===== config.mk =====
export PLATFORM = sky130hd
export DESIGN_NAME = mmio_gpio_bank
export DESIGN_NICKNAME = d
export VERILOG_FILES = /design/src/rtl/mmio_gpio_pkg.sv /design/src/rtl/gpio_bitmap.sv /design/src/rtl/gpio_sync.sv /design/src/rtl/gpio_out_ctl.sv /design/src/rtl/mmio_gpio_bank.sv
export SDC_FILE = /design/constraint.sdc
export NUM_CORES = 1
export LEC_CHECK = 0
export ABC_AREA = 1
export BUFFER_PORTS_ARGS = -buffer_cell sky130_fd_sc_hd__buf_2
export CORE_MARGIN = 2
export CORE_UTILIZATION = 57
export DETAILED_ROUTE_END_ITERATION = 6
export PLACE_DENSITY = 0.93
export SKIP_CTS_REPAIR_TIMING = 1
export SYNTH_ARGS = -nofsm -noshare
export SYNTH_HDL_FRONTEND = slang
export SYNTH_SLANG_ARGS = --single-unit

===== constraint.sdc =====
create_clock -name clk -period 2.09 [get_ports clk]
set_input_delay 0.209 -clock clk [delete_from_list [all_inputs] [get_ports clk]]
set_output_delay 0.209 -clock clk [all_outputs]
set_load 0.1 [all_outputs]

===== src/rtl/mmio_gpio_pkg.sv =====
package mmio_gpio_pkg;
  typedef enum logic [2:0] {
    OFS_LEVEL = 3'd0,
    OFS_RAISE = 3'd1,
    OFS_LOWER = 3'd2,
    OFS_DRIVE = 3'd3,
    OFS_SENSE = 3'd4
  } gpio_ofs_e;

  localparam int MAPPED_REGS = 5;
endpackage


===== src/rtl/gpio_bitmap.sv =====
module gpio_bitmap #(
  parameter int DATA_W       = 32,
  parameter bit MIRROR_LINES = 1'b0,
  parameter bit SWAP_BYTES   = 1'b0
) (
  input  logic [DATA_W-1:0] din,
  output logic [DATA_W-1:0] dout
);
  localparam int NBYTES = DATA_W / 8;

  // Byte swap and bit mirror are both involutions and commute, so one
  // instance serves the bus-to-line and line-to-bus directions alike.
  for (genvar i = 0; i < DATA_W; i++) begin : g_bit
    localparam int BYTE_IX = i / 8;
    localparam int BIT_IX  = i % 8;
    localparam int SW_POS  = SWAP_BYTES ? (NBYTES - 1 - BYTE_IX) * 8 + BIT_IX : i;
    localparam int DST     = MIRROR_LINES ? DATA_W - 1 - SW_POS : SW_POS;
    assign dout[i] = din[DST];
  end
endmodule


===== src/rtl/gpio_sync.sv =====
module gpio_sync #(
  parameter int DATA_W = 32,
  parameter int STAGES = 2
) (
  input  logic              clk,
  input  logic              rst,
  input  logic [DATA_W-1:0] async_in,
  output logic [DATA_W-1:0] sync_out
);
  logic [DATA_W-1:0] chain [STAGES];

  always_ff @(posedge clk) begin
    if (rst) begin
      for (int s = 0; s < STAGES; s++) chain[s] <= '0;
    end else begin
      chain[0] <= async_in;
      for (int s = 1; s < STAGES; s++) chain[s] <= chain[s-1];
    end
  end

  assign sync_out = chain[STAGES-1];
endmodule


===== src/rtl/gpio_out_ctl.sv =====
module gpio_out_ctl #(
  parameter int DATA_W = 32
) (
  input  logic              clk,
  input  logic              rst,
  input  logic              we_level,
  input  logic              we_raise,
  input  logic              we_lower,
  input  logic              we_drive,
  input  logic              we_sense,
  input  logic [DATA_W-1:0] lines,
  output logic [DATA_W-1:0] latch_q,
  output logic [DATA_W-1:0] dir_q
);
  always_ff @(posedge clk) begin
    if (rst) begin
      latch_q <= '0;
    end else if (we_level) begin
      latch_q <= lines;
    end else if (we_raise) begin
      latch_q <= latch_q | lines;
    end else if (we_lower) begin
      latch_q <= latch_q & ~lines;
    end
  end

  always_ff @(posedge clk) begin
    if (rst) begin
      dir_q <= '0;
    end else if (we_drive) begin
      dir_q <= lines;
    end else if (we_sense) begin
      dir_q <= ~lines;
    end
  end

  AST_ONE_WRITE_PORT: assert property (@(posedge clk) disable iff (rst)
    $countones({we_level, we_raise, we_lower, we_drive, we_sense}) <= 1);
endmodule


===== src/rtl/mmio_gpio_bank.sv =====
module mmio_gpio_bank
  import mmio_gpio_pkg::*;
#(
  parameter int DATA_W       = 32,
  parameter bit MIRROR_LINES = 1'b0,
  parameter bit SWAP_BYTES   = 1'b0,
  parameter int ADDR_W       = 3,
  parameter int SYNC_STAGES  = 2
) (
  input  logic              clk,
  input  logic              rst,
  input  logic [ADDR_W-1:0] bus_addr,
  input  logic              bus_wr,
  input  logic              bus_rd,
  input  logic [DATA_W-1:0] bus_wdata,
  output logic [DATA_W-1:0] bus_rdata,
  input  logic [DATA_W-1:0] pad_in,
  output logic [DATA_W-1:0] pad_out,
  output logic [DATA_W-1:0] pad_oe
);
  localparam logic [ADDR_W-1:0] A_LEVEL = ADDR_W'(OFS_LEVEL);
  localparam logic [ADDR_W-1:0] A_RAISE = ADDR_W'(OFS_RAISE);
  localparam logic [ADDR_W-1:0] A_LOWER = ADDR_W'(OFS_LOWER);
  localparam logic [ADDR_W-1:0] A_DRIVE = ADDR_W'(OFS_DRIVE);
  localparam logic [ADDR_W-1:0] A_SENSE = ADDR_W'(OFS_SENSE);

  // elaboration-time parameter checks
  if (DATA_W != 8 && DATA_W != 16 && DATA_W != 32 && DATA_W != 64) begin : g_bad_width
    $error("mmio_gpio_bank: DATA_W must be 8, 16, 32 or 64");
  end
  if (SWAP_BYTES && DATA_W == 64) begin : g_bad_swap
    $error("mmio_gpio_bank: byte swapping is not supported at 64 bits");
  end
  if (ADDR_W < 3) begin : g_bad_addr
    $error("mmio_gpio_bank: ADDR_W must cover five registers");
  end

  logic [DATA_W-1:0] wr_lines;
  logic [DATA_W-1:0] rd_lines;
  logic [DATA_W-1:0] rd_bus;
  logic [DATA_W-1:0] pad_sync;
  logic [DATA_W-1:0] latch_q;
  logic [DATA_W-1:0] dir_q;
  logic we_level, we_raise, we_lower, we_drive, we_sense;

  gpio_bitmap #(
    .DATA_W(DATA_W), .MIRROR_LINES(MIRROR_LINES), .SWAP_BYTES(SWAP_BYTES)
  ) u_wr_map (
    .din (bus_wdata),
    .dout(wr_lines)
  );

  gpio_bitmap #(
    .DATA_W(DATA_W), .MIRROR_LINES(MIRROR_LINES), .SWAP_BYTES(SWAP_BYTES)
  ) u_rd_map (
    .din (rd_lines),
    .dout(rd_bus)
  );

  gpio_sync #(.DATA_W(DATA_W), .STAGES(SYNC_STAGES)) u_sync (
    .clk     (clk),
    .rst     (rst),
    .async_in(pad_in),
    .sync_out(pad_sync)
  );

  assign we_level = bus_wr && (bus_addr == A_LEVEL);
  assign we_raise = bus_wr && (bus_addr == A_RAISE);
  assign we_lower = bus_wr && (bus_addr == A_LOWER);
  assign we_drive = bus_wr && (bus_addr == A_DRIVE);
  assign we_sense = bus_wr && (bus_addr == A_SENSE);

  gpio_out_ctl #(.DATA_W(DATA_W)) u_ctl (
    .clk     (clk),
    .rst     (rst),
    .we_level(we_level),
    .we_raise(we_raise),
    .we_lower(we_lower),
    .we_drive(we_drive),
    .we_sense(we_sense),
    .lines   (wr_lines),
    .latch_q (latch_q),
    .dir_q   (dir_q)
  );

  assign pad_out = latch_q;
  assign pad_oe  = dir_q;

  always_comb begin
    rd_lines = '0;
    if (bus_addr == A_LEVEL)      rd_lines = pad_sync;
    else if (bus_addr == A_RAISE) rd_lines = latch_q;
    else if (bus_addr == A_DRIVE) rd_lines = dir_q;
    else if (bus_addr == A_SENSE) rd_lines = ~dir_q;
  end

  always_ff @(posedge clk) begin
    if (rst)         bus_rdata <= '0;
    else if (bus_rd) bus_rdata <= rd_bus;
    else             bus_rdata <= '0;
  end

  AST_RESET_QUIET: assert property (@(posedge clk)
    $past(rst) |-> (pad_out == '0 && pad_oe == '0 && bus_rdata == '0));
  AST_LEVEL_LOADS: assert property (@(posedge clk) disable iff (rst)
    (bus_wr && bus_addr == A_LEVEL) |=> pad_out == $past(wr_lines));
  AST_RAISE_SETS: assert property (@(posedge clk) disable iff (rst)
    (bus_wr && bus_addr == A_RAISE) |=> (pad_out & $past(wr_lines)) == $past(wr_lines));
  AST_RAISE_KEEPS: assert property (@(posedge clk) disable iff (rst)
    (bus_wr && bus_addr == A_RAISE) |=> ((pad_out ^ $past(pad_out)) & ~$past(wr_lines)) == '0);
  AST_LOWER_CLEARS: assert property (@(posedge clk) disable iff (rst)
    (bus_wr && bus_addr == A_LOWER) |=> (pad_out & $past(wr_lines)) == '0);
  AST_LOWER_KEEPS: assert property (@(posedge clk) disable iff (rst)
    (bus_wr && bus_addr == A_LOWER) |=> ((pad_out ^ $past(pad_out)) & ~$past(wr_lines)) == '0);
  AST_DRIVE_LOADS: assert property (@(posedge clk) disable iff (rst)
    (bus_wr && bus_addr == A_DRIVE) |=> pad_oe == $past(wr_lines));
  AST_SENSE_LOADS: assert property (@(posedge clk) disable iff (rst)
    (bus_wr && bus_addr == A_SENSE) |=> pad_oe == ~$past(wr_lines));
  AST_UNMAPPED_WR: assert property (@(posedge clk) disable iff (rst)
    (bus_wr && bus_addr > A_SENSE) |=> ($stable(pad_out) && $stable(pad_oe)));
  AST_UNMAPPED_RD: assert property (@(posedge clk) disable iff (rst)
    (bus_rd && bus_addr > A_SENSE) |=> bus_rdata == '0);
  AST_IDLE_RDATA: assert property (@(posedge clk) disable iff (rst)
    !bus_rd |=> bus_rdata == '0);
  AST_LOWER_READS_ZERO: assert property (@(posedge clk) disable iff (rst)
    (bus_rd && bus_addr == A_LOWER) |=> bus_rdata == '0);
endmodule


# After elaboration in Yosys (flattened, before gate mapping)
# Memory sizes are Yosys's and may differ from the RTL's.
# Cells that the tools add are included.
[classes]
n_bitwise = 7
n_addsub = 0
n_mux = 14
n_eq_ne = 4
order_cmp = 0
n_reduce_logical = 9
div_mod_pow = 0
n_shift = 0
multipliers = 0
[ops]
columns = ["cell", "n"]
rows = [
  ["two-way mux 32 bit", 11],
  ["NOT 32 bit", 2],
  ["bitwise AND 32 bit", 1],
  ["OR 32 bit", 1],
  ["== test 3 x 2 -> 1 bit, second input constant", 2],
  ["logical AND 1 bit", 5],
  ["== test 3 x 1 -> 1 bit, second input constant", 1],
  ["== test 3 bit, second input constant", 1],
  ["logical NOT 3 bit", 1],
  ["two-way mux 1 bit", 3],
  ["nonzero test 3 bit", 1],
  ["OR 1 bit", 2],
  ["nonzero test 2 bit", 1],
  ["OR reduction 2 bit", 1],
  ["NOT 1 bit", 1],
]
[totals]
latch_bits = 0
word_cells = 38
ramBits = 64
ff_bits = 96
memories = 1
rom_bits = 0
out_inout_bits = 96
in_bits = 71
[mem_list]
columns = ["name", "depth", "width", "read_ports", "rd_ports_with_merged_regs", "write_ports", "line_no", "rtl"]
rows = [
  ["u_sync.chain", 2, 32, 2, 0, 2, "gpio_sync.sv:10", "logic [DATA_W-1:0] chain [STAGES];"],
]

# Longest topological paths before layout
# Gate-level depths: netlist (run 1).
[logic_depth]
word_depth = 5
depth_mapped = 9
mapped_depth_nobuf = 7

# Modules after synthesis
# From an unflattened synthesis (run 1), not the netlist that was laid out.
[unflattened]
cells_unflattened = 1053
hier_area_um2 = 7390.8
[by_module_without_submodules]
columns = ["module", "cells_each", "instances", "area_per_inst_um2", "seq_area_each_um2"]
rows = [
  ["gpio_out_ctl", 406, 1, 2921.6, 1281.2],
  ["gpio_sync", 231, 1, 2080.7, 1281.2],
  ["mmio_gpio_bank", 352, 1, 1908.1, 640.6],
  ["gpio_bitmap", 32, 2, 240.2, 0.0],
]

# Least setup slack after synthesis (run 1)
# OpenSTA, ideal clock, no wires.
[synth_timing]
path_type = "register to register"
start = "register u_ctl.dir_q[0]"
end = "register bus_rdata[0]"
t_required_ps = 1970
synth_period_minus_slack_ps = 1399
setup_time_ps = 120
setup_slack_ps = 691
path_buffers = 0
stages_incl_launch_ff = 4
t_arrival_ps = 1280
path_cell_list = "dfxtp_1 -> o21ai_0 -> inv_1 -> a21oi_1"
[synth_between]
elab_chain_len = 5
[synth_lines]
columns = ["element", "line_no", "rtl"]
rows = [
  ["from (decl)", "gpio_out_ctl.sv:13", "output logic [DATA_W-1:0] dir_q"],
  ["from (signal assigned)", "gpio_out_ctl.sv:31", "dir_q <= lines;"],
  ["from (signal assigned)", "gpio_out_ctl.sv:33", "dir_q <= ~lines;"],
  ["NOT 32 bit", "mmio_gpio_bank.sv:94", "else if (bus_addr == A_SENSE) rd_lines = ~dir_q;"],
  ["two-way mux 32 bit", "mmio_gpio_bank.sv:94", ""],
  ["two-way mux 32 bit *", "mmio_gpio_bank.sv:93", "else if (bus_addr == A_DRIVE) rd_lines = dir_q;"],
  ["two-way mux 32 bit *", "mmio_gpio_bank.sv:92", "else if (bus_addr == A_RAISE) rd_lines = latch_q;"],
  ["two-way mux 32 bit *", "mmio_gpio_bank.sv:91", "if (bus_addr == A_LEVEL) rd_lines = pad_sync;"],
  ["to (signal assigned)", "mmio_gpio_bank.sv:99", "else if (bus_rd) bus_rdata <= rd_bus;"],
  ["to (decl)", "mmio_gpio_bank.sv:16", "output logic [DATA_W-1:0] bus_rdata,"],
]
# Every way passes the cells marked *; elsewhere a longest branch is shown, timed or not.
# A chain may end at the register's enable or synchronous reset.

# Final worst setup path (run 1)
[layout_timing]
start = "register u_ctl.dir_q[30]"
end = "output port pad_oe[30]"
[layout_lines]
columns = ["element", "line_no", "rtl"]
rows = [
  ["to (decl)", "mmio_gpio_bank.sv:19", "output logic [DATA_W-1:0] pad_oe"],
]
# No word-level cell between the ends.

==> metrics.txt, run 1 <==
# TYPE chip_impl_metric gauge
chip_impl_info{name="status",value="finished with violations"} 1
chip_impl_info{name="violations_in_the_final_reports",value="negative hold slack"} 1
chip_impl_metric{name="synth_cell_types",unit=""} 14
chip_impl_metric{name="critical_path_at",unit="ns"} 1.44
chip_impl_info{name="cts-root-buf",value="clkbuf_8"} 1
chip_impl_metric{name="post_route_clock_period_utilization",unit="%"} 78.94
chip_impl_metric{name="syn-num-nets",unit=""} 979
chip_impl_metric{name="met3_wirelength",unit="um"} 1722
chip_impl_metric{name="drt_drc_violations_left",unit=""} 0
chip_impl_metric{name="clkLatencyLatePin",unit="ns"} 0.53
chip_impl_metric{name="finish.net_count",unit=""} 1183
chip_impl_info{name="grt_setup_unrepaired",value="false"} 1
chip_impl_info{name="min_path_type",value="in2reg"} 1
chip_impl_info{name="path_delay_family",value="buffers and inverters"} 1
chip_impl_metric{name="timing.slew.headroom",unit="%"} 65.65
chip_impl_metric{name="regToRegSetupSlack",unit="ns"} 1.18
chip_impl_metric{name="numCtsBuffers",unit=""} 17
chip_impl_metric{name="routed_wire_length_per_instance",unit="um"} 16.09
chip_impl_metric{name="finClkSkew",unit="ns"} 0.007382
chip_impl_metric{name="grt_start_max_net_pins",unit=""} 105
chip_impl_metric{name="detail_route.wirelength.met1",unit="um"} 7356
chip_impl_metric{name="power.total",unit="uW"} 7536
chip_impl_metric{name="peakVddDrop",unit="V"} 0.0008297
chip_impl_metric{name="slew_violations",unit=""} 0
chip_impl_metric{name="first_global_vias",unit=""} 6265
chip_impl_metric{name="cp_num_buf_inv",unit=""} 1
chip_impl_metric{name="yosys_warnings",unit=""} 0
chip_impl_metric{name="crit_fanout",unit=""} 4
chip_impl_metric{name="drt-pass1-iter-count",unit=""} 6
chip_impl_metric{name="rows",unit=""} 38
chip_impl_metric{name="grt_antenna_before_repair",unit=""} 1
chip_impl_metric{name="place_congestion",unit=""} 0.8442
chip_impl_metric{name="dr_total_vias",unit=""} 6922
chip_impl_info{name="synth.area.top_cells",value="dfxtp_1 (50%), nand2_1 (11%), a21oi_1 (10%), inv_1 (7.6%), o21ai_0 (7.5%)"} 1
chip_impl_metric{name="cts.sink_count",unit=""} 160
chip_impl_info{name="path_class",value="reg2out"} 1
chip_impl_metric{name="final.min_clock_period",unit="ns"} 1.650
chip_impl_metric{name="power_density",unit="nW/um2"} 877.9
chip_impl_metric{name="setup_viol",unit=""} 0
chip_impl_metric{name="vias_per_cell",unit=""} 5.468
chip_impl_metric{name="die_width",unit="um"} 110.1
chip_impl_metric{name="die_area",unit="um2"} 12120
chip_impl_metric{name="required",unit="ns"} 1.88
chip_impl_info{name="synth_largest_area_cell",value="dfxtp_1"} 1
chip_impl_info{name="worstSetupEndpointType",value="output port"} 1
chip_impl_metric{name="maxCapViolations",unit=""} 0
chip_impl_metric{name="synth_largest_type_area_fraction",unit="%"} 49.93
chip_impl_metric{name="setup_total_negative_slack",unit="ns"} 0
chip_impl_metric{name="post-dp-hpwl",unit="um"} 10900
chip_impl_info{name="timing.critical_path.cells",value="buf_2"} 1
chip_impl_info{name="most_common_cell_after_layout_fill_and_taps_aside",value="nand2_1"} 1
chip_impl_metric{name="core-area",unit="um2"} 10890
chip_impl_metric{name="synthCells",unit=""} 908
chip_impl_metric{name="cts_max_path_buffers",unit=""} 2
chip_impl_metric{name="die_h",unit="um"} 110.1
chip_impl_info{name="maxUsedRoutingLayer",value="met4"} 1
chip_impl_metric{name="postSynthAreaPerCell",unit="um2"} 7.065
chip_impl_metric{name="timing.fmax",unit="GHz"} 0.6061
chip_impl_metric{name="drtIter0Drc",unit=""} 700
chip_impl_metric{name="wirelength",unit="um"} 20370
chip_impl_metric{name="areaGrowthSynthToFinish",unit="%"} 33.82
chip_impl_metric{name="global_route.usage.total",unit="%"} 30.46
chip_impl_metric{name="power.leakage",unit="uW"} 0.004021
chip_impl_metric{name="max_stage_delay",unit="ns"} 0.48
chip_impl_metric{name="antenna_left",unit=""} 0
chip_impl_metric{name="h-tree-depth",unit=""} 4
chip_impl_metric{name="num-fill-cells",unit=""} 726
chip_impl_info{name="tritoncts",value="built"} 1
chip_impl_metric{name="hold_viol_final",unit=""} 2
chip_impl_metric{name="start_util",unit="%"} 58.92
chip_impl_metric{name="cts.reportedPaths.clkPinSlew",unit="ns"} 0.06
chip_impl_info{name="worst_path_max_delay_cell",value="buf_2"} 1
chip_impl_info{name="mostFrequentLayoutCells",value="nand2_1 (194), buf_2 (165), dfxtp_1 (160)"} 1
chip_impl_metric{name="final_layout_size_suffix_gt1_share",unit="%"} 19.84
chip_impl_metric{name="yosys_register_bits",unit=""} 160
chip_impl_metric{name="buffer_ports.inserted",unit=""} 166
chip_impl_metric{name="global_route.overflow_total",unit=""} 0
chip_impl_metric{name="grt_pass1_wl",unit="um"} 28630
chip_impl_metric{name="ios",unit=""} 167
chip_impl_metric{name="route.met2.wl",unit="um"} 10530
chip_impl_metric{name="whs",unit="ns"} -0.02218
chip_impl_metric{name="max_slew.worst_pin.slew",unit="ns"} 0.5188
chip_impl_info{name="critPathLaunchType",value="register"} 1
chip_impl_metric{name="mappedNetlistArea",unit="um2"} 6415
chip_impl_metric{name="synth.yosys.seq_area_share",unit="%"} 49.93
## power by group
group          internal (uW)  switching [uW]  leakage [uW]  total, uW
logic                    305             873       0.00243       1180
registers               3170            65.3       0.00131       3240
clock network           1850            1270      0.000285       3120
## routing by layer
layer | global-route usage (%) | vias to the layer above
li1 | - | 3254
met1 | 33.40 | 3137
met2 | 54.34 | 447
met3 | 7.290 | 84
met4 | 15.82 | 0
met5 | 0 | -
## final cells by class
type	count	area, um2	area share [%]
Sequential cell	160	3203	37.31
Timing Repair Buffer	245	1629	18.98
Multi-Input combinational cell	557	2490	29.00
Clock inverter	12	158.9	1.851
Antenna cell	2	5.005	0.05830
Clock buffer	19	431.7	5.028
Inverter	131	491.7	5.728
Tap cell	140	175.2	2.041
## stage by stage
step                cells  util (%)  worst slack [ns]  cell area [um2]  hold WS (ns)
finish               1266     78.84            0.4402             8584      -0.02218
global route         1265     78.82            0.3961             8582      -0.02464
CTS                  1203     73.19            0.4252             7969       -0.1358
global placement     1172     67.77            0.5576             7378        0.3889
floorplan             908         -            0.6907             6415        0.3160
detailed placement   1172     67.77            0.4832             7378        0.3920
## synthesized netlist by cell type
master	n
nand2_1	195
dfxtp_1	160
inv_1	130
a21oi_1	128
o21ai_0	96
nor2_1	69
nand3_1	65
clkbuf_1	40
buf_2	15
buf_4	3
buf_1	2
nand3b_1	2
nor2_2	2
inv_2	1
## worst paths after layout
kind,start,endpoint,cells after the start
worst min-delay path,bus_wdata[18],register,3
worst min register to register,u_sync.chain[0][21],u_sync.chain[0][53],2
worst max-delay path,u_ctl.dir_q[30],pad_oe[30],1
worst max register to register,u_ctl.dir_q[10],bus_rdata[10],4
## kinds of logic after synthesis
family                 synth area share (%)
AND/OR/NAND/NOR                       20.95
AO/OA/AOI/OAI                         17.48
buffers and inverters                 11.64
flip-flops                            49.93
(Power assumes the default switching activity.)
==> inputs of run 2 (changes only) <==
--- a/config.mk
+++ b/config.mk
@@ -8,9 +8,9 @@
 export ABC_AREA = 1
 export BUFFER_PORTS_ARGS = -buffer_cell sky130_fd_sc_hd__buf_2
 export CORE_MARGIN = 2
-export CORE_UTILIZATION = 57
+export CORE_UTILIZATION = 53
 export DETAILED_ROUTE_END_ITERATION = 6
-export PLACE_DENSITY = 0.93
+export PLACE_DENSITY = 0.88
 export SKIP_CTS_REPAIR_TIMING = 1
 export SYNTH_ARGS = -nofsm -noshare
 export SYNTH_HDL_FRONTEND = slang
==> constraint.sdc (replaced) <==
create_clock -name clk -period 1.6 [get_ports clk]
set_input_delay 0.16 -clock clk [delete_from_list [all_inputs] [get_ports clk]]
set_output_delay 0.16 -clock clk [all_outputs]
set_load 0.1 [all_outputs]
==> run 2 against run 1 <==
The run now ends clean. Clock skew is 0.00075 ns lower. Core utilization decreased by 8.8 points. Combinational power increased by 25%. Final area shrank 2.8%. Non-clock buffer count is 22 lower. Clock power increased by 31%. Critical path type unchanged. Critical endpoint is now pad_oe[27]. Largest power group unchanged.
==> metrics.txt, run 2 (same netlist as run 1, synthesis figures left out) <==
# TYPE chip_impl_metric gauge
chip_impl_info{name="status",value="complete, no violations"} 1
chip_impl_metric{name="antenna-diode-count",unit=""} 0
chip_impl_metric{name="met3_wirelength",unit="um"} 1552
chip_impl_metric{name="max_stage_delay",unit="ns"} 0.46
chip_impl_metric{name="rows",unit=""} 40
chip_impl_info{name="mostFrequentLayoutCells",value="nand2_1 (194), buf_2 (165), dfxtp_1 (160)"} 1
chip_impl_metric{name="post-dp-hpwl",unit="um"} 11150
chip_impl_metric{name="die_width",unit="um"} 114.0
chip_impl_info{name="reg2reg_from",value="u_ctl.dir_q[6]"} 1
chip_impl_metric{name="cp_num_buf_inv",unit=""} 1
chip_impl_info{name="min_path_type",value="in2reg"} 1
chip_impl_metric{name="power.leakage",unit="uW"} 0.003934
chip_impl_metric{name="cts.reportedPaths.clkPinSlew",unit="ns"} 0.06
chip_impl_metric{name="place_congestion",unit=""} 0.8219
chip_impl_metric{name="detail_route.wirelength.met1",unit="um"} 7129
chip_impl_metric{name="peakVddDrop",unit="V"} 0.0007719
chip_impl_metric{name="required",unit="ns"} 1.44
chip_impl_metric{name="crit_fanout",unit=""} 4
chip_impl_metric{name="vias_per_cell",unit=""} 5.327
chip_impl_metric{name="cts.sink_count",unit=""} 160
chip_impl_info{name="tritoncts",value="built"} 1
chip_impl_metric{name="start_util",unit="%"} 53.86
chip_impl_info{name="grt_setup_unrepaired",value="false"} 1
chip_impl_info{name="critPathLaunchType",value="register"} 1
chip_impl_metric{name="final_layout_size_suffix_gt1_share",unit="%"} 20.60
chip_impl_metric{name="global_route.usage.total",unit="%"} 27.00
chip_impl_metric{name="power.combinational.fraction",unit="%"} 15.0
chip_impl_metric{name="regToRegSetupSlack",unit="ns"} 0.69
chip_impl_info{name="holdCritStartpoint",value="bus_wdata[27]"} 1
chip_impl_metric{name="wirelength",unit="um"} 18480
chip_impl_metric{name="ios",unit=""} 167
chip_impl_metric{name="drt_drc_violations_left",unit=""} 0
chip_impl_metric{name="route.met2.wl",unit="um"} 9121
chip_impl_metric{name="worst_slack",unit="ns"} 0.1360
chip_impl_metric{name="internal-power",unit="uW"} 7039
chip_impl_metric{name="crit_cells",unit=""} 1
chip_impl_metric{name="finClkSkew",unit="ns"} 0.006631
chip_impl_metric{name="areaGrowthSynthToFinish",unit="%"} 30.06
chip_impl_metric{name="max_slew.worst_pin.slew",unit="ns"} 0.5683
chip_impl_info{name="path_class",value="reg2out"} 1
chip_impl_info{name="r2r_end",value="bus_rdata[6]"} 1
chip_impl_metric{name="numCtsBuffers",unit=""} 17
chip_impl_info{name="most_common_cell_after_layout_fill_and_taps_aside",value="nand2_1"} 1
chip_impl_metric{name="timing.slew.headroom",unit="%"} 62.11
chip_impl_metric{name="grt_antenna_before_repair",unit=""} 0
chip_impl_metric{name="power_switching",unit="uW"} 2734
chip_impl_info{name="worstSetupEndpointType",value="output port"} 1
chip_impl_metric{name="antenna_left",unit=""} 0
chip_impl_metric{name="drt-pass1-iter-count",unit=""} 5
chip_impl_metric{name="hold_viol_final",unit=""} 0
chip_impl_metric{name="whs",unit="ns"} 0.01725
chip_impl_metric{name="cts_max_path_buffers",unit=""} 2
chip_impl_metric{name="h-tree-depth",unit=""} 4
chip_impl_metric{name="power.total",unit="uW"} 9773
chip_impl_info{name="destination_of_the_critical_timing_path",value="pad_oe[27]"} 1
chip_impl_metric{name="first_global_vias",unit=""} 5975
chip_impl_metric{name="power_density",unit="nW/um2"} 1171
chip_impl_metric{name="setup_total_negative_slack",unit="ns"} 0
chip_impl_metric{name="timing.fmax",unit="GHz"} 0.6831
chip_impl_metric{name="die_h",unit="um"} 114.0
chip_impl_metric{name="routed_wire_length_per_instance",unit="um"} 14.80
chip_impl_metric{name="power.share.clock",unit="%"} 41.7
chip_impl_metric{name="clkLatencyLatePin",unit="ns"} 0.43
chip_impl_metric{name="place_ws",unit="ns"} 0.2451
chip_impl_metric{name="setup_viol",unit=""} 0
chip_impl_metric{name="finish.net_count",unit=""} 1161
chip_impl_metric{name="grt_pass1_wl",unit="um"} 27840
chip_impl_info{name="worst_path_max_delay_cell",value="buf_2"} 1
chip_impl_metric{name="die_area",unit="um2"} 13000
chip_impl_metric{name="core-area",unit="um2"} 11910
chip_impl_metric{name="buffer_ports.inserted",unit=""} 166
chip_impl_metric{name="dr_total_vias",unit=""} 6654
chip_impl_metric{name="global_route.overflow_total",unit=""} 0
chip_impl_info{name="timing.critical_path.cells",value="buf_2"} 1
chip_impl_metric{name="final.min_clock_period",unit="ns"} 1.464
chip_impl_metric{name="slew_violations",unit=""} 0
chip_impl_info{name="path_delay_family",value="buffers and inverters"} 1
chip_impl_info{name="cts-root-buf",value="clkbuf_16"} 1
chip_impl_info{name="maxUsedRoutingLayer",value="met4"} 1
chip_impl_metric{name="critical_path_at",unit="ns"} 1.30
chip_impl_metric{name="power.sequential.fraction",unit="%"} 43.2
chip_impl_metric{name="num-fill-cells",unit=""} 927
chip_impl_metric{name="drtIter0Drc",unit=""} 653
chip_impl_metric{name="r2r.worst_path.cells",unit=""} 4
chip_impl_metric{name="grt_start_max_net_pins",unit=""} 129
chip_impl_metric{name="post_route_clock_period_utilization",unit="%"} 91.50
chip_impl_metric{name="power.switching_fraction",unit="%"} 27.97
chip_impl_metric{name="final_core_util",unit="%"} 70.04
chip_impl_info{name="launch_point_of_the_worst_path",value="u_ctl.dir_q[27]"} 1
chip_impl_metric{name="maxCapViolations",unit=""} 0
==> run 2: how the worst min path moves through the flow <==
stage	slack (ns)	end	depth (start not counted)
floorplan	0.27	u_sync.chain[0][0]	2
global placement	0.36	u_sync.chain[0][25]	3
detailed placement	0.37	u_sync.chain[0][22]	3
CTS	-0.09	u_sync.chain[0][22]	3
global route	0.008	register	3
finish	0.02	register	3
==> run 2: area by class of cell <==
type	count	area [um2]	area share (%)
clock inverters	4	72.57	0.8698
repair buffers	223	1379	16.53
inverters	131	491.7	5.894
multi-input cells	557	2490	29.84
well taps	147	183.9	2.205
flip-flops and latches	160	3203	38.39
clock buffers	27	523.0	6.269
==> run 2: per-layer routing <==
layer | global-route usage (%) | up-vias
met2 | 45.52 | 318
met5 | 0 | -
li1 | - | 3210
met4 | 14.47 | 0
met1 | 31.27 | 3064
met3 | 7.333 | 62
==> run 2: per-stage QoR <==
stage               std cells  instance area [um2]
floorplan                 908                 6415
global placement         1186                 7427
detailed placement       1186                 7427
CTS                      1217                 8023
global route             1249                 8343
finish                   1249                 8343
==> run 2: power groups by stage <==
stage               Sequential, uW  Combinational [uW]  Clock, uW
detailed placement            4310                1380          0
global placement              4310                1360          0
floorplan                     4890                 436          0
global route                  4240                1570       4290
finish                        4230                1470       4080
CTS                           4220                1390       4100
==> inputs of run 3 (changes only) <==
--- a/config.mk
+++ b/config.mk
@@ -8,9 +8,9 @@
 export ABC_AREA = 1
 export BUFFER_PORTS_ARGS = -buffer_cell sky130_fd_sc_hd__buf_2
 export CORE_MARGIN = 2
-export CORE_UTILIZATION = 53
+export CORE_UTILIZATION = 57
 export DETAILED_ROUTE_END_ITERATION = 6
-export PLACE_DENSITY = 0.88
+export PLACE_DENSITY = 0.93
 export SKIP_CTS_REPAIR_TIMING = 1
 export SYNTH_ARGS = -nofsm -noshare
 export SYNTH_HDL_FRONTEND = slang
==> constraint.sdc (replaced) <==
create_clock -name clk -period 1.8 [get_ports clk]
set_input_delay 0.18 -clock clk [delete_from_list [all_inputs] [get_ports clk]]
set_output_delay 0.18 -clock clk [all_outputs]
set_load 0.1 [all_outputs]
==> run 3 against run 2 <==
The run now ends with design-rule violations, negative hold slack left. Power is 9.1% lower. Non-clock buffer count is 27 higher. Sequential power shrank 11%. Sequential cell count did not move. Wire length rose by 7.5%. Final cell count rose by 1.7%. Critical path type unchanged. Critical endpoint is now pad_oe[1]. Largest cell class unchanged.
==> metrics.txt, run 3 (same netlist as run 1, synthesis figures left out) <==
# TYPE chip_impl_metric gauge
chip_impl_metric{name="vias_per_cell",unit=""} 5.426
chip_impl_metric{name="grt_start_max_net_pins",unit=""} 129
chip_impl_metric{name="clkLatencyLatePin",unit="ns"} 0.52
chip_impl_metric{name="maxCapViolations",unit=""} 0
chip_impl_metric{name="place_congestion",unit=""} 0.8388
chip_impl_metric{name="cts.sink_count",unit=""} 160
chip_impl_metric{name="final_layout_size_suffix_gt1_share",unit="%"} 20.00
chip_impl_metric{name="drt_drc_violations_left",unit=""} 7
chip_impl_metric{name="timing.slew.headroom",unit="%"} 63.20
chip_impl_metric{name="global_route.usage.total",unit="%"} 29.61
chip_impl_metric{name="global_route.overflow_total",unit=""} 0
chip_impl_metric{name="whs",unit="ns"} -0.02744
chip_impl_info{name="worstSetupEndpointType",value="output port"} 1
chip_impl_info{name="worst_path_max_delay_cell",value="buf_2"} 1
chip_impl_metric{name="wirelength",unit="um"} 19860
chip_impl_metric{name="setup_total_negative_slack",unit="ns"} 0
chip_impl_metric{name="cp_num_buf_inv",unit=""} 1
chip_impl_metric{name="cts_max_path_buffers",unit=""} 2
chip_impl_metric{name="core-area",unit="um2"} 10890
chip_impl_metric{name="grt_pass1_wl",unit="um"} 27690
chip_impl_info{name="grt_setup_unrepaired",value="false"} 1
chip_impl_metric{name="drt-pass1-iter-count",unit=""} 7
chip_impl_info{name="path_delay_family",value="buffers and inverters"} 1
chip_impl_metric{name="max_stage_delay",unit="ns"} 0.47
chip_impl_info{name="critPathLaunchType",value="register"} 1
chip_impl_metric{name="slew_violations",unit=""} 0
chip_impl_metric{name="regToRegSetupSlack",unit="ns"} 0.90
chip_impl_metric{name="timing.fmax",unit="GHz"} 0.6288
chip_impl_metric{name="grt_antenna_before_repair",unit=""} 0
chip_impl_metric{name="rows",unit=""} 38
chip_impl_info{name="path_class",value="reg2out"} 1
chip_impl_metric{name="finish.net_count",unit=""} 1188
chip_impl_metric{name="worst_slack",unit="ns"} 0.2097
chip_impl_metric{name="critical_path_at",unit="ns"} 1.41
chip_impl_metric{name="numCtsBuffers",unit=""} 17
chip_impl_info{name="cts-root-buf",value="clkbuf_8"} 1
chip_impl_metric{name="place_ws",unit="ns"} 0.3613
chip_impl_metric{name="buffer_ports.inserted",unit=""} 166
chip_impl_metric{name="finClkSkew",unit="ns"} 0.005808
chip_impl_metric{name="die_width",unit="um"} 110.1
chip_impl_info{name="violations_in_the_final_reports",value="design-rule violations, negative hold slack"} 1
chip_impl_metric{name="cts.reportedPaths.clkPinSlew",unit="ns"} 0.07
chip_impl_metric{name="crit_fanout",unit=""} 4
chip_impl_metric{name="post-dp-hpwl",unit="um"} 10930
chip_impl_metric{name="antenna_left",unit=""} 0
chip_impl_metric{name="required",unit="ns"} 1.62
chip_impl_metric{name="routed_wire_length_per_instance",unit="um"} 15.64
chip_impl_metric{name="post_route_clock_period_utilization",unit="%"} 88.35
chip_impl_info{name="status",value="finished with violations"} 1
chip_impl_metric{name="ios",unit=""} 167
chip_impl_info{name="mostFrequentLayoutCells",value="nand2_1 (194), buf_2 (165), dfxtp_1 (160)"} 1
chip_impl_metric{name="dr_total_vias",unit=""} 6891
chip_impl_info{name="tritoncts",value="built"} 1
chip_impl_metric{name="setup_viol",unit=""} 0
chip_impl_metric{name="peakVddDrop",unit="V"} 0.0009995
chip_impl_metric{name="power_density",unit="nW/um2"} 1031
chip_impl_metric{name="drtIter0Drc",unit=""} 631
chip_impl_metric{name="stdcell_area",unit="um2"} 8625
chip_impl_metric{name="start_util",unit="%"} 58.92
chip_impl_metric{name="die_area",unit="um2"} 12120
chip_impl_metric{name="final.min_clock_period",unit="ns"} 1.590
chip_impl_metric{name="areaGrowthSynthToFinish",unit="%"} 34.45
chip_impl_metric{name="die_h",unit="um"} 110.1
chip_impl_metric{name="power.leakage",unit="uW"} 0.004039
chip_impl_metric{name="dpl_cell_area",unit="um2"} 7376
chip_impl_metric{name="h-tree-depth",unit=""} 4
chip_impl_metric{name="hold_viol_final",unit=""} 1
chip_impl_metric{name="first_global_vias",unit=""} 5963
chip_impl_metric{name="power.total",unit="uW"} 8889
chip_impl_metric{name="max_slew.worst_pin.slew",unit="ns"} 0.5519
chip_impl_info{name="timing.critical_path.cells",value="buf_2"} 1
chip_impl_info{name="most_common_cell_after_layout_fill_and_taps_aside",value="nand2_1"} 1
chip_impl_metric{name="antenna-diode-count",unit=""} 0
chip_impl_info{name="min_path_type",value="in2reg"} 1
-- run 3: changes by cell type in the layout (fill, tap and decap cells not counted) --
| cell | previous run | this run |
|---|---|---|
| buf_12 | 3 | 2 |
| buf_4 | 23 | 20 |
| bufinv_16 | 2 | 4 |
| clkbuf_1 | 4 | 2 |
| clkbuf_16 | 17 | 16 |
| clkbuf_8 | 6 | 2 |
| clkinv_4 | 0 | 2 |
| clkinvlp_4 | 1 | 3 |
| dlygate4sd3_1 | 32 | 63 |
| inv_6 | 0 | 2 |
-- run 3: path summary, 6_finish.rpt --
check,startpoint,to,cells past startpoint
worst min-delay path,bus_wdata[12],register,3
worst min register to register,u_sync.chain[0][12],u_sync.chain[0][44],2
worst max register to register,u_ctl.dir_q[3],bus_rdata[3],4
worst max-delay path,u_ctl.dir_q[1],pad_oe[1],1
-- run 3: power by group --
group	internal [uW]	switching, uW
clock	2300	1460
combinational	357	1010
sequential	3680	76.8
-- run 3: per-layer routing --
metal,vias to the layer above,wire length (um),global-route usage (%)
met5,-,0,0
met4,0,663,14.38
met3,72,1914,7.055
met2,433,10140,51.49
met1,3115,7140,34.02
li1,3271,-,-
-- run 3: per-stage QoR --
step           utilization (%)  instances
2_1_floorplan                -        908
3_3_place_gp             67.74       1175
3_5_place_dp             67.74       1175
4_1_cts                  73.42       1207
5_1_grt                  79.21       1270
6_report                 79.21       1270
-- run 3: final cells by class --
cell class / instances / area, um2
Fill cell: 689 / 2263
Sequential cell: 160 / 3203
Tap cell: 140 / 175.2
Clock inverter: 12 / 182.7
Timing Repair Buffer: 250 / 1647
Clock buffer: 20 / 435.4
Multi-Input combinational cell: 557 / 2490
Inverter: 131 / 491.7
-- run 3: worst reg2reg max path, stage by stage, from the launching register on --
cell     delay (ns)
dfxtp_1        0.39
nand2_1        0.07
o21ai_0        0.08
inv_1          0.06
a21oi_1        0.21
